===== src/rtl/sc_pkg.sv =====
// Shared definitions for the stuff code sync maintenance checker.
// Assumes three code streams in the fixed order positive, negative, none.
package sc_pkg;
    localparam int NCODE = 3;

    typedef enum int {
        CODE_POS  = 0,
        CODE_NEG  = 1,
        CODE_NONE = 2
    } code_idx_e;
endpackage


===== src/rtl/sc_gate.sv =====
// Arming, select storage, word window and clear generation.
// Produces one increment request per code stream and a common clear.
// Assumes sel_i is one-hot or zero when sync_i is high.
module sc_gate #(
    parameter int WORD_W    = 5,
    parameter int WIN_FIRST = 12,
    parameter int WIN_LAST  = 23,
    parameter int CLR_WORD  = 29
) (
    input  logic                       clk,
    input  logic                       rst_n,
    input  logic                       eos_i,
    input  logic [WORD_W-1:0]          word_i,
    input  logic                       sync_i,
    input  logic [sc_pkg::NCODE-1:0]   sel_i,
    input  logic                       maint_i,
    input  logic                       ser_i,
    input  logic [sc_pkg::NCODE-1:0]   code_i,
    output logic [sc_pkg::NCODE-1:0]   inc_o,
    output logic                       clr_o
);
    localparam int N = sc_pkg::NCODE;

    logic         armed_q;
    logic [N-1:0] sel_q;
    logic         in_win;
    logic         maint_clr;

    // Arm on the first sync pulse and remember the select.
    always_ff @(posedge clk) begin
        if (!rst_n) begin
            armed_q <= 1'b0;
            sel_q   <= '0;
        end else if (sync_i) begin
            armed_q <= 1'b1;
            sel_q   <= sel_i;
        end
    end

    // Word window and clear decode.
    always_comb begin
        in_win    = (word_i >= WORD_W'(WIN_FIRST)) && (word_i <= WORD_W'(WIN_LAST));
        maint_clr = maint_i && eos_i && (word_i == WORD_W'(CLR_WORD));
        clr_o     = sync_i || maint_clr;
    end

    // One increment request per stream, on a mismatch.
    for (genvar k = 0; k < N; k++) begin : g_req
        assign inc_o[k] = armed_q && eos_i && in_win && !clr_o
                          && sel_q[k] && (ser_i ^ code_i[k]);
    end


    one_req_chk: assert property (@(posedge clk) disable iff (!rst_n)
        $onehot0(inc_o));

    window_chk: assert property (@(posedge clk) disable iff (!rst_n)
        (eos_i && !in_win) |-> (inc_o == '0));
endmodule


===== config.mk =====
export PLATFORM = sky130hd
export DESIGN_NAME = sc_gate
export DESIGN_NICKNAME = d
export VERILOG_FILES = /design/src/rtl/sc_pkg.sv /design/src/rtl/sc_gate.sv
export SDC_FILE = /design/constraint.sdc
export NUM_CORES = 1
export LEC_CHECK = 0
export ABC_AREA = 1
export CORE_AREA = 3 3 40 42
export CTS_CLUSTER_DIAMETER = 100
export DETAILED_ROUTE_END_ITERATION = 16
export DIE_AREA = 0 0 43 45
export HOLD_SLACK_MARGIN = 0.08
export MAX_ROUTING_LAYER = met4
export PLACE_DENSITY_LB_ADDON = 0.3
export SYNTH_ARGS = -nofsm -noshare
export SYNTH_HDL_FRONTEND = slang
export SYNTH_SLANG_ARGS = --single-unit
export TNS_END_PERCENT = 1

===== constraint.sdc =====
create_clock -name clk -period 2.17 [get_ports clk]
set_clock_uncertainty 0.1 [all_clocks]
set_input_delay 0.434 -clock clk [delete_from_list [all_inputs] [get_ports clk]]
set_output_delay 0.434 -clock clk [all_outputs]
set_load 0.005 [all_outputs]

==> impl_metrics.env <==
export IMPL_fp_dieW_um=43
export IMPL_post_place_ws_ns=-0.2286
export IMPL_clock_sinks=4
export IMPL_wl_per_cell_um=8.975
export IMPL_final_cell_mix="clkdlybuf4s50_1, nand2_1, nor2_1"
export IMPL_dp_hpwl_um=591
export IMPL_vias=316
export IMPL_critPathKind="primary input to output pin"
export IMPL_antenna_found_initial=0
export IMPL_nets=84
export IMPL_synthCells=40
export IMPL_area_delta_synth_final_pct=102.1
export IMPL_drt_first_iter_violations=5
export IMPL_crit_fanout=3
export IMPL_instances_no_fill=80
export IMPL_root_buffer="clkbuf_4"
export IMPL_placedCellCount=77
export IMPL_drc=0
export IMPL_vias_per_cell=3.950
export IMPL_period_minus_slack_ns=2.092
export IMPL_gp_congestion=0.7098
export IMPL_cts_tree="built"
export IMPL_leakage_nw=0.2236
export IMPL_period_share_pct=96.40
export IMPL_grt_pass1_vias=321
export IMPL_ff2ff_setup_slack_ns=1.43
export IMPL_maxCapViolations=0
export IMPL_yosys_warnings=0
export IMPL_ir_drop_v=0.0001690
export IMPL_clock_fmax_mhz=478.0
export IMPL_final_common_cell="clkdlybuf4s50_1"
export IMPL_grt_ovfl_total=0
export IMPL_run_status="finished clean"
export IMPL_num_io_pins=21
export IMPL_maxSlewViolCount=0
export IMPL_start_util_pct=18.99
export IMPL_cp_start_kind="primary input"
export IMPL_clock_path_buffers=2
export IMPL_layout_setup_ws_ns=0.07808
export IMPL_ys_seq_elements=4
export IMPL_critPathLaunch="word_i[3]"
export IMPL_insertion_delay_ns=0.23
export IMPL_n_antenna_cell=0
export IMPL_yosysUniqueCellTypes=10
export IMPL_hold_path_class="flip-flop to flip-flop"
export IMPL_nFillCells=140
export IMPL_drive_gt1_share_pct=12.31
export IMPL_rows=13
export IMPL_grt_pass1_wl_mm=1.214
export IMPL_place_area_um2=478.0
export IMPL_worstMarginPinSlew_ns=0.1772
export IMPL_drt_total_wl_um=718
export IMPL_multi_input_area_um2=155.1
export IMPL_powerDensity_mw_per_mm2=459.8
export IMPL_relSlewSlack_pct=88.06
export IMPL_worst_hold_path_endpoint="armed_q"
export IMPL_portBuffers=20
export IMPL_cts_buffers=3
export IMPL_fin_area_um2=493.0
export IMPL_path_clk_slew_ns=0.04
export IMPL_grt_start_max_net_pins=7
export IMPL_netlist_area_um2=244.0
export IMPL_die_h_um=45
export IMPL_area_sequential_um2=80.08
export IMPL_rsz0062_at_grt="true"
export IMPL_dieArea_mm2=0.001935
export IMPL_core_area_mm2=0.001285
export IMPL_endpoint_kind="output pin"
export IMPL_finalSetupViolCount=0
export IMPL_r2r_end="sel_q[0]"
export IMPL_worstHoldStart="armed_q"
export IMPL_htreeDepth=1
export IMPL_yosysSeqAreaShare_pct=32.82
export IMPL_cp_data_required_time_ns=1.64
export IMPL_hold_path_depth=1
export IMPL_reg2reg_depth=2
export IMPL_reg2reg_from="sel_q[0]"
export IMPL_avgSynthCellArea_um2=6.100
export IMPL_gr_usage_all_layers_pct=8.919
export IMPL_arrival_ns=1.56
export IMPL_dr_pass1_iters=3
export IMPL_final_hold_viol_count=0
export IMPL_final_antenna_net_count=0
export IMPL_syn_nets=57
-- synthesized netlist by cell type --
| cell | instances | area, um2 |
|---|---|---|
| o21ai_0 | 3 | 15.01 |
| nor2_1 | 8 | 30.03 |
| nand2_1 | 11 | 41.29 |
| nor3_1 | 3 | 15.01 |
| or2_1 | 3 | 18.77 |
| dfxtp_1 | 4 | 80.08 |
| inv_1 | 3 | 11.26 |
| nand3_1 | 3 | 15.01 |
| o21a_1 | 1 | 7.510 |
| nand3_2 | 1 | 10.01 |
-- cells by family (layout without fill, tap and decap cells) --
group,after synthesis,in the layout,share of synthesized area [%]
AND/OR/NAND/NOR,29,29,53.33
flip-flops,4,4,32.82
AO/OA/AOI/OAI,4,4,9.230
buffers and inverters,3,28,4.615
-- stage by stage --
step	utilization (%)	total power [mW]	TNS, ns	hold WS [ns]
after floorplan	-	0.09913	0	0.3275
after CTS	38.66	0.2330	0	0.3669
after detailed placement	37.20	0.1399	-0.7920	0.3570
after global placement	37.20	0.1395	-0.8109	0.3463
after global routing	38.36	0.2441	-0.01488	0.3843
final	38.36	0.2267	0	0.3586
-- where the power goes --
group | internal [mW] | switching, mW | total, mW
Combinational | 0.0364 | 0.0190 | 0.0554
Sequential | 0.0792 | 0.00262 | 0.0818
Clock | 0.0617 | 0.0277 | 0.0894
-- flip-flops by register name, indices dropped and copies added, names as in the netlist --
| name | cells |
|---|---|
| sel_q | 3 |
| armed_q | 1 |
-- per-layer routing --
metal  global-route usage [%]  vias up  wire length, um
li1                         -      178                -
met1                    9.398      123              335
met2                    12.87       15              299
met3                    5.179        0               83
met4                    5.422        0                0
met5                        -        -                0
-- cell type report --
cell class                 count  share of cell area (%)
timing repair buffer          22                   41.62
clock buffer                   3                   4.569
tap                           15                   3.807
multi-input combinational     33                   31.47
sequential                     4                   16.24
inverter                       3                   2.284
-- repair_timing --
item	4_1_cts	5_1_grt
hold buffers	0	0
pin swaps	0	0
setup endpoints to repair	4	2
setup buffers	0	0
resized for setup	6	2
-- critical path, cell delays in order --
cell and delay (ns):
clkdlybuf4s50_1 0.48, nand2_1 0.07, nand2_1 0.07, nand3_2 0.08
nor3_1 0.17, dlygate4sd2_1 0.25
-- worst max-delay path by stage --
| stage | to | slack, ns |
|---|---|---|
| CTS | inc_o[1] | 0.06 |
| global route | inc_o[2] | -0.01 |
| finish | inc_o[0] | 0.08 |
| floorplan | inc_o[0] | 0.79 |
| detailed placement | inc_o[1] | -0.23 |
| global placement | inc_o[1] | -0.25 |
No activity file was read; power rests on OpenSTA's default activity.
